===== src/rtl/eas_pkg.sv =====
package eas_pkg;

    typedef enum logic [3:0] {
        AM_REG    = 4'd0,
        AM_IMM    = 4'd1,
        AM_DISP   = 4'd2,
        AM_RIND   = 4'd3,
        AM_INDEX  = 4'd4,
        AM_ABS    = 4'd5,
        AM_MIND   = 4'd6,
        AM_AINC   = 4'd7,
        AM_ADEC   = 4'd8,
        AM_SCALED = 4'd9
    } amode_e;

    typedef struct packed {
        logic use_mem;
        logic two_reads;
        logic writes_base;
    } plan_t;

    typedef enum logic [1:0] {
        ST_IDLE,
        ST_REQ,
        ST_RESP,
        ST_DONE
    } state_e;

    function automatic plan_t plan_for(input logic [3:0] m);
        plan_t p;
        p = '0;
        case (m)
            AM_DISP, AM_RIND, AM_INDEX, AM_ABS, AM_SCALED: p.use_mem = 1'b1;
            AM_MIND: begin
                p.use_mem   = 1'b1;
                p.two_reads = 1'b1;
            end
            AM_AINC, AM_ADEC: begin
                p.use_mem     = 1'b1;
                p.writes_base = 1'b1;
            end
            default: p = '0;
        endcase
        return p;
    endfunction

endpackage


===== src/rtl/eas_addr_calc.sv =====
module eas_addr_calc
    import eas_pkg::*;
#(
    parameter int W = 32
) (
    input  logic [3:0]   mode,
    input  logic [W-1:0] base,
    input  logic [W-1:0] index,
    input  logic [W-1:0] field,
    input  logic [1:0]   scale,
    output logic [W-1:0] ea,
    output logic [W-1:0] wb_val,
    output logic [W-1:0] direct_opnd,
    output plan_t        plan
);
    localparam logic [W-1:0] ONE = {{(W-1){1'b0}}, 1'b1};

    logic [W-1:0] step;
    logic [W-1:0] scaled_idx;

    always_comb begin
        step        = ONE << scale;
        scaled_idx  = index << scale;
        plan        = plan_for(mode);
        ea          = '0;
        wb_val      = '0;
        direct_opnd = base;
        case (mode)
            AM_IMM:    direct_opnd = field;
            AM_DISP:   ea = field + base;
            AM_RIND:   ea = base;
            AM_INDEX:  ea = base + index;
            AM_ABS:    ea = field;
            AM_MIND:   ea = base;
            AM_AINC: begin
                ea     = base;
                wb_val = base + step;
            end
            AM_ADEC: begin
                ea     = base - step;
                wb_val = base - step;
            end
            AM_SCALED: ea = field + base + scaled_idx;
            default:   direct_opnd = base;
        endcase
    end

endmodule


===== src/rtl/eas_ctrl.sv =====
module eas_ctrl
    import eas_pkg::*;
(
    input  logic  clk,
    input  logic  rst,
    input  logic  start,
    input  plan_t plan,
    output logic  accept,
    output logic  busy,
    output logic  issue,
    output logic  redirect,
    output logic  capture,
    output logic  done
);
    state_e state_q;
    logic   pend_q;

    assign accept   = start && (state_q == ST_IDLE);
    assign busy     = (state_q != ST_IDLE);
    assign issue    = (state_q == ST_REQ);
    assign redirect = (state_q == ST_RESP) && pend_q;
    assign capture  = (state_q == ST_RESP) && !pend_q;
    assign done     = (state_q == ST_DONE);

    always_ff @(posedge clk) begin
        if (rst) begin
            state_q <= ST_IDLE;
            pend_q  <= 1'b0;
        end else begin
            case (state_q)
                ST_IDLE: if (accept) begin
                    pend_q  <= plan.two_reads;
                    state_q <= plan.use_mem ? ST_REQ : ST_DONE;
                end
                ST_REQ:  state_q <= ST_RESP;
                ST_RESP: begin
                    if (pend_q) begin
                        pend_q  <= 1'b0;
                        state_q <= ST_REQ;
                    end else begin
                        state_q <= ST_DONE;
                    end
                end
                default: state_q <= ST_IDLE;
            endcase
        end
    end

endmodule


===== src/rtl/opnd_addr_seq.sv =====
module opnd_addr_seq
    import eas_pkg::*;
#(
    parameter int W = 32
) (
    input  logic         clk,
    input  logic         rst,
    input  logic         start_i,
    input  logic [3:0]   mode_i,
    input  logic [W-1:0] base_i,
    input  logic [W-1:0] index_i,
    input  logic [W-1:0] field_i,
    input  logic [1:0]   scale_i,
    output logic         busy_o,
    output logic         mem_re_o,
    output logic [W-1:0] mem_addr_o,
    input  logic [W-1:0] mem_rdata_i,
    output logic         done_o,
    output logic [W-1:0] operand_o,
    output logic [W-1:0] ea_o,
    output logic         wb_en_o,
    output logic [W-1:0] wb_data_o
);
    logic [W-1:0] calc_ea, calc_wb, calc_direct;
    plan_t        calc_plan;
    logic         accept, issue, redirect, capture, done;

    logic [W-1:0] addr_q, opnd_q, wb_q;
    logic         wben_q;

    eas_addr_calc #(.W(W)) u_calc (
        .mode        (mode_i),
        .base        (base_i),
        .index       (index_i),
        .field       (field_i),
        .scale       (scale_i),
        .ea          (calc_ea),
        .wb_val      (calc_wb),
        .direct_opnd (calc_direct),
        .plan        (calc_plan)
    );

    eas_ctrl u_ctrl (
        .clk      (clk),
        .rst      (rst),
        .start    (start_i),
        .plan     (calc_plan),
        .accept   (accept),
        .busy     (busy_o),
        .issue    (issue),
        .redirect (redirect),
        .capture  (capture),
        .done     (done)
    );

    always_ff @(posedge clk) begin
        if (rst) begin
            addr_q <= '0;
            opnd_q <= '0;
            wb_q   <= '0;
            wben_q <= 1'b0;
        end else if (accept) begin
            addr_q <= calc_plan.use_mem ? calc_ea : '0;
            opnd_q <= calc_direct;
            wb_q   <= calc_wb;
            wben_q <= calc_plan.writes_base;
        end else if (redirect) begin
            addr_q <= mem_rdata_i;
        end else if (capture) begin
            opnd_q <= mem_rdata_i;
        end
    end

    assign mem_re_o   = issue;
    assign mem_addr_o = addr_q;
    assign done_o     = done;
    assign operand_o  = opnd_q;
    assign ea_o       = addr_q;
    assign wb_en_o    = done & wben_q;
    assign wb_data_o  = wb_q;

endmodule


===== config.mk =====
export PLATFORM = sky130hd
export DESIGN_NAME = opnd_addr_seq
export DESIGN_NICKNAME = d
export VERILOG_FILES = /design/src/rtl/eas_pkg.sv /design/src/rtl/eas_addr_calc.sv /design/src/rtl/eas_ctrl.sv /design/src/rtl/opnd_addr_seq.sv
export SDC_FILE = /design/constraint.sdc
export NUM_CORES = 1
export LEC_CHECK = 0
export BUFFER_PORTS_ARGS = -buffer_cell sky130_fd_sc_hd__buf_4
export CAP_MARGIN = 20
export CORE_UTILIZATION = 46
export CTS_CLUSTER_SIZE = 16
export DETAILED_ROUTE_END_ITERATION = 10
export PLACE_DENSITY_LB_ADDON = 0.12
export REMOVE_ABC_BUFFERS = 1
export SLEW_MARGIN = 20
export SYNTH_ARGS = -nofsm -noshare
export SYNTH_HDL_FRONTEND = slang
export SYNTH_SLANG_ARGS = --single-unit

===== constraint.sdc =====
create_clock -name clk -period 9.8 [get_ports clk]
set_input_delay 0.98 -clock clk [delete_from_list [all_inputs] [get_ports clk]]
set_output_delay 0.98 -clock clk [all_outputs]
set_load 0.01 [all_outputs]

# Word level (Yosys, flattened, before mapping)

Index checks and enable logic that the tools add are counted.

Register bits after elaboration: 100
Bits of input ports: 137
Output and inout bits: 132
Word-level logic and storage cells: 60

Add/subtract/negate cells: 5
Equality and inequality tests: 14
Shift operators: 2
Muxes and demuxes: 18
Bitwise logic cells: 1
Reduce and logical (&&, ||, !) cells: 14

Operators by type and width:

| kind                                             | count |
|---|---|
| two-way mux 32 bit                               | 7 |
| one-hot mux 32 bit (6 select lines)              | 1 |
| adder 32 bit                                     | 4 |
| one-hot mux 32 bit (2 select lines)              | 1 |
| left shift 1 x 2 -> 32 bit, first input constant | 1 |
| left shift 32 x 2 -> 32 bit                      | 1 |
| subtractor 32 bit                                | 1 |
| == test 4 x 3 -> 1 bit, second input constant    | 4 |
| == test 4 x 2 -> 1 bit, second input constant    | 2 |
| == test 4 bit, second input constant             | 2 |
| nonzero test 2 bit                               | 4 |
| OR reduction 8 bit                               | 1 |
| two-way mux 2 bit                                | 3 |
| one-hot mux 2 bit (3 select lines)               | 1 |
| == test 2 bit, second input constant             | 2 |
| == test 4 x 1 -> 1 bit, second input constant    | 1 |
| two-way mux 1 bit                                | 4 |
| inequality test 2 bit, second input constant     | 2 |
| AND reduction 2 bit                              | 2 |
| logical AND 1 bit                                | 3 |
| OR reduction 3 bit                               | 1 |
| == test 2 x 1 -> 1 bit, second input constant    | 1 |
| zero test 2 bit                                  | 1 |
| one-hot mux 1 bit (2 select lines)               | 1 |
| other kinds (3)                                  | 3 |

# Logic depth before layout (Yosys ltp)

Depth after elaboration: 6
Depth in mapped cells: 22
Depth with buffers taken out: 21

# Cells and area by module

A second synthesis with hierarchy kept.

Cells, all modules: 1758
Area, all modules: 13589.3 um^2

By module, submodules not included:

| module        | instances | cells each | area an instance (um^2) | seq. area each (um^2) |
|---|---|---|---|---|
| eas_addr_calc | 1         | 1235       | 8617.0                  | 0.0 |
| opnd_addr_seq | 1         | 503        | 4800.9                  | 1941.9 |
| eas_ctrl      | 1         | 20         | 171.4                   | 60.1 |

# Least setup slack after synthesis

No wires, ideal clock.

Path kind: input to register
From: in scale_i[0]
To: reg addr_q[28], in the netlist ea_o[28]
Library setup time: 0.074 ns
Arrival: 4.952 ns
Data required time: 9.726 ns
Slack: 4.774 ns
Stages: 14
Buffers on the path: 2
Cells stage by stage: clkbuf_1 > buf_1 > mux4_2 > ha_1 > nand2_1 > o311ai_0 > nor3_1 > o21a_1 > nor3_1 > o2111ai_1 > and2_1 > and3b_1 > or4_1 > a31oi_1

Cells in the longest elaborated chain, start to end: 5
Elaborated cells on any way between the ends: 7
Classes of those cells: add/sub: 2; shift: 2; mux: 3

RTL lines:

| item                                                                             | line                                     | text |
|---|---|---|
| start: declaration                                                               | opnd_addr_seq.sv:13                      | `input logic [1:0] scale_i,` |
| left shift 32 x 2 -> 32 bit / left shift 1 x 2 -> 32 bit (equally long branches) | eas_addr_calc.sv:23, eas_addr_calc.sv:22 |  |
| adder 32 bit / subtractor 32 bit (equally long branches)                         | eas_addr_calc.sv:43, eas_addr_calc.sv:40 |  |
| one-hot mux 32 bit (6 select lines) *                                            | eas_addr_calc.sv:28                      | `case (mode)` |
| two-way mux 32 bit *                                                             | opnd_addr_seq.sv:63                      | `addr_q <= calc_plan.use_mem ? calc_ea : '0;` |
| two-way mux 32 bit *                                                             | opnd_addr_seq.sv:62                      | `end else if (accept) begin` |
| end signal: assignment                                                           | opnd_addr_seq.sv:63                      |  |
| end signal: assignment                                                           | opnd_addr_seq.sv:68                      | `addr_q <= mem_rdata_i;` |
| end: declaration                                                                 | opnd_addr_seq.sv:28                      | `logic [W-1:0] addr_q, opnd_q, wb_q;` |

Mark *: on every way between the ends. The rest lies on a longest branch, timed or not.
A chain may end at the register's enable or synchronous reset.

# Worst setup path after layout

From: in base_i[0]
To: reg addr_q[25], in the netlist ea_o[25]

Cells in the longest elaborated chain, start to end: 5
Elaborated cells on any way between the ends: 7
Classes of those cells: add/sub: 4; mux: 3

RTL lines:

| item                                  | line                                     | text |
|---|---|---|
| start: declaration                    | opnd_addr_seq.sv:10                      | `input logic [W-1:0] base_i,` |
| adder 32 bit                          | eas_addr_calc.sv:30, eas_addr_calc.sv:43 |  |
| adder 32 bit                          | eas_addr_calc.sv:43                      | `AM_SCALED: ea = field + base + scaled_idx;` |
| one-hot mux 32 bit (6 select lines) * | eas_addr_calc.sv:28                      |  |
| two-way mux 32 bit *                  | opnd_addr_seq.sv:63                      |  |
| two-way mux 32 bit *                  | opnd_addr_seq.sv:62                      |  |

Marks and branches as above.

==> reports/qor.txt <==
status -> completed
Slew Limit Fails -> 0
Overflow after GRT -> 0
synthesis-to-finish area growth -> 17.1%
routability cong. -> 0.988
Area contributors post-synth -> dfxtp_1 (15%), ha_1 (9.9%), a21oi_1 (6.3%)
via count -> 14500
Clock Tree Buf Depth -> 2
drt first-iter violations -> 1309
number of core rows -> 61
Worst Hold Launch -> operand_o[31]$_SDFFE_PP0P_
# diodes -> 0
mean post-synth cell area -> 7.35 um^2
Lkg Pwr -> 0.00622 uW
CTS tree -> done
first-pass GRT wire length -> 80600 um
final setup vio count -> 0
setup TNS -> 0 ns
final worst path period share -> 56.1%
Post-synth EDFFs -> 0
vias in the first global route -> 13600
crit start category -> input pin
FF-to-FF Start -> u_ctrl.state_q[1]$_SDFFE_PP0P_
I/O Buffers -> 268
Top FF cell, synth -> dfxtp_1
Fillers -> 2840
post-synthesis sequential area ratio -> 15.4%
H-tree depth -> 3
total CTS buffers -> 9
CTS hold repair buffers -> 0
Peak supply drop -> 0.0904 mV
clock latency on the worst-skew pair -> 0.39 ns
final worst setup slack -> 4.30 ns
Routed Wire Length -> 54300 um
layout cells sized above 1 -> 19.0%
Crit. End Element -> flip-flop
RR Endpoint -> ea_o[23]$_SDFFE_PP0P_
Worst Hold Class -> flip-flop to flip-flop
Reg clk slew, reported paths -> 0.09 ns
Critical Path RT -> 10.09 ns
RSZ-0062 raised after global routing -> false
ANT nets after route -> 0
Reg2Reg Depth -> 9
Mapped Area -> 13000 um^2
Layout Skew -> 0.0180 ns
worst-path maximum fanout -> 6
Hold Path End -> operand_o[31]$_SDFFE_PP0P_
Post-Synthesis Cells -> 1764
Slew @ Worst Pin -> 1.07 ns
most numerous cell in the Yosys netlist -> nor2_1
Min Clock Period, post-route -> 5.50 ns
initial antenna violation count -> 0
synthesized flop and latch total -> 100
largest net degree at the start of global routing -> 96
Core Area -> 27800 um^2
post-synth top area cell -> dfxtp_1
Die Width -> 170 um
clk root buf -> clkbuf_16
FMAX -> 0.182 GHz
commonest cells in the netlist -> nor2_1 (192), a21oi_1 (164), nand2_1 (164)
WL/cell -> 23.8 um
r2r setup slk -> 6.31 ns
async set-reset flop share out of synthesis -> 0%
Hold Violations, Final -> 0
Starting Density -> 46.7%
Multi-input gate area -> 10100 um^2
Slew headroom -> 28.1%
P per Cell Area -> 130 nW/um^2
number of setup buffers added after CTS -> 0
hold path depth -> 2
Total GRT Usage -> 37.2%
die area -> 28900 um^2
Synth cell types -> 82
TritonRoute pass-1 iters -> 6
Layout Nets -> 2145
drt drc -> 0
Syn. warnings -> 0
crit path kind -> input pin to flip-flop
CP Data Arrival Time -> 5.79 ns
I/O Pins -> 269
CTS Sinks -> 100
post-cts resize count -> 0
Final HPWL DP -> 42000 um
Post-Place Setup Slack -> 4.02 ns
Max Cap Viol -> 0
Vias/cell -> 6.35
Die Height -> 170 um
Reg area -> 2000 um^2
top cell type's share of synthesized area -> 15.4%
[worst max-delay path, cell delays in order]
cell and delay [ns]:
buf_4 0.13, ha_1 0.22, fa_1 0.43, a211oi_1 0.24, o21bai_1 0.16, a21oi_1 0.37
a2bb2oi_1 0.27, o21a_1 0.20, ha_1 0.30, a21oi_1 0.31, o21ai_0 0.14, a211oi_1 0.44
nor2_1 0.19, a311o_1 0.41, a21oi_1 0.35, nand3_1 0.13, o41ai_1 0.12, a221oi_2 0.15
a221oi_2 0.24
[flip-flops by register name, summed over array words and instances (netlist names)]
signal,flops
u_ctrl.pend_q,1
ea_o,32
wb_data_o,32
u_ctrl.state_q,2
operand_o,32
wben_q,1
[through the flow]
step / power, uW / cell area [um^2] / util (%) / hold WS [ns] / std cells
after floorplan: 1160 / 12200 / - / 0.467 / 1605
after global placement: 1560 / 14900 / 53.5 / 0.445 / 2267
after detailed placement: 1560 / 14900 / 53.5 / 0.447 / 2267
after CTS: 1970 / 15200 / 54.6 / 0.460 / 2283
after global routing: 2100 / 15200 / 54.6 / 0.475 / 2283
final: 1980 / 15200 / 54.6 / 0.456 / 2283
[final cells by class]
type | count | area share [%]
inverters | 36 | 0.890
flip-flops and latches | 100 | 13.2
well taps | 378 | 3.12
multi-input cells | 1469 | 66.7
repair buffers | 284 | 14.0
clock inverters | 7 | 0.585
clock buffers | 9 | 1.48
[layer usage]
| layer | global-route usage, % | wire, um | vias to the layer above |
|---|---|---|---|
| li1 | - | - | 6831 |
| met4 | 22.8 | 3430 | 0 |
| met1 | 43.2 | 21000 | 6843 |
| met3 | 4.09 | 3430 | 145 |
| met5 | 0 | 0 | - |
| met2 | 65.4 | 26500 | 687 |
[how the worst max path moves through the flow]
stage / slack (ns) / from / to / cells after the start
floorplan: 2.21 / start_i / ea_o[23]$_SDFFE_PP0P_ / 7
global placement: 4.04 / base_i[0] / ea_o[29]$_SDFFE_PP0P_ / 22
detailed placement: 4.02 / base_i[0] / ea_o[25]$_SDFFE_PP0P_ / 18
CTS: 4.41 / base_i[0] / ea_o[25]$_SDFFE_PP0P_ / 18
global route: 3.93 / base_i[0] / ea_o[25]$_SDFFE_PP0P_ / 20
finish: 4.30 / base_i[0] / ea_o[25]$_SDFFE_PP0P_ / 19
[logic make-up (layout without fill, tap and decap cells)]
group	count (synthesis)	count (layout)	share of synthesized area, %
XOR/XNOR	114	114	7.82
AND/OR/NAND/NOR	594	594	21.6
adder cells (fa/ha/maj)	108	108	10.7
multiplexers	68	68	7.87
buffers and inverters	195	336	6.82
AO/OA/AOI/OAI	585	585	29.7
flip-flops	100	100	15.4
[cell usage in the layout (no fill, tap or decap), types with 20 or more instances in the layout]
| master | instances |
|---|---|
| a211oi_1 | 69 |
| a21o_1 | 28 |
| a21oi_1 | 163 |
| a221oi_1 | 33 |
| a31oi_1 | 21 |
| and3_1 | 28 |
| buf_4 | 284 |
| dfxtp_1 | 100 |
| ha_1 | 103 |
| inv_1 | 35 |
| mux2i_1 | 40 |
| mux4_2 | 27 |
| nand2_1 | 164 |
| nand2b_1 | 20 |
| nand3_1 | 50 |
| nor2_1 | 191 |
| nor3_1 | 47 |
| o21ai_0 | 108 |
| xnor2_1 | 62 |
| xor2_1 | 51 |
[power by group]
part | internal (uW) | switching (uW) | leakage [uW]
combinational | 441 | 659 | 0.00524
sequential | 447 | 29.6 | 0.000821
clock | 186 | 217 | 0.000153
Power figures use the tool's default switching activity.
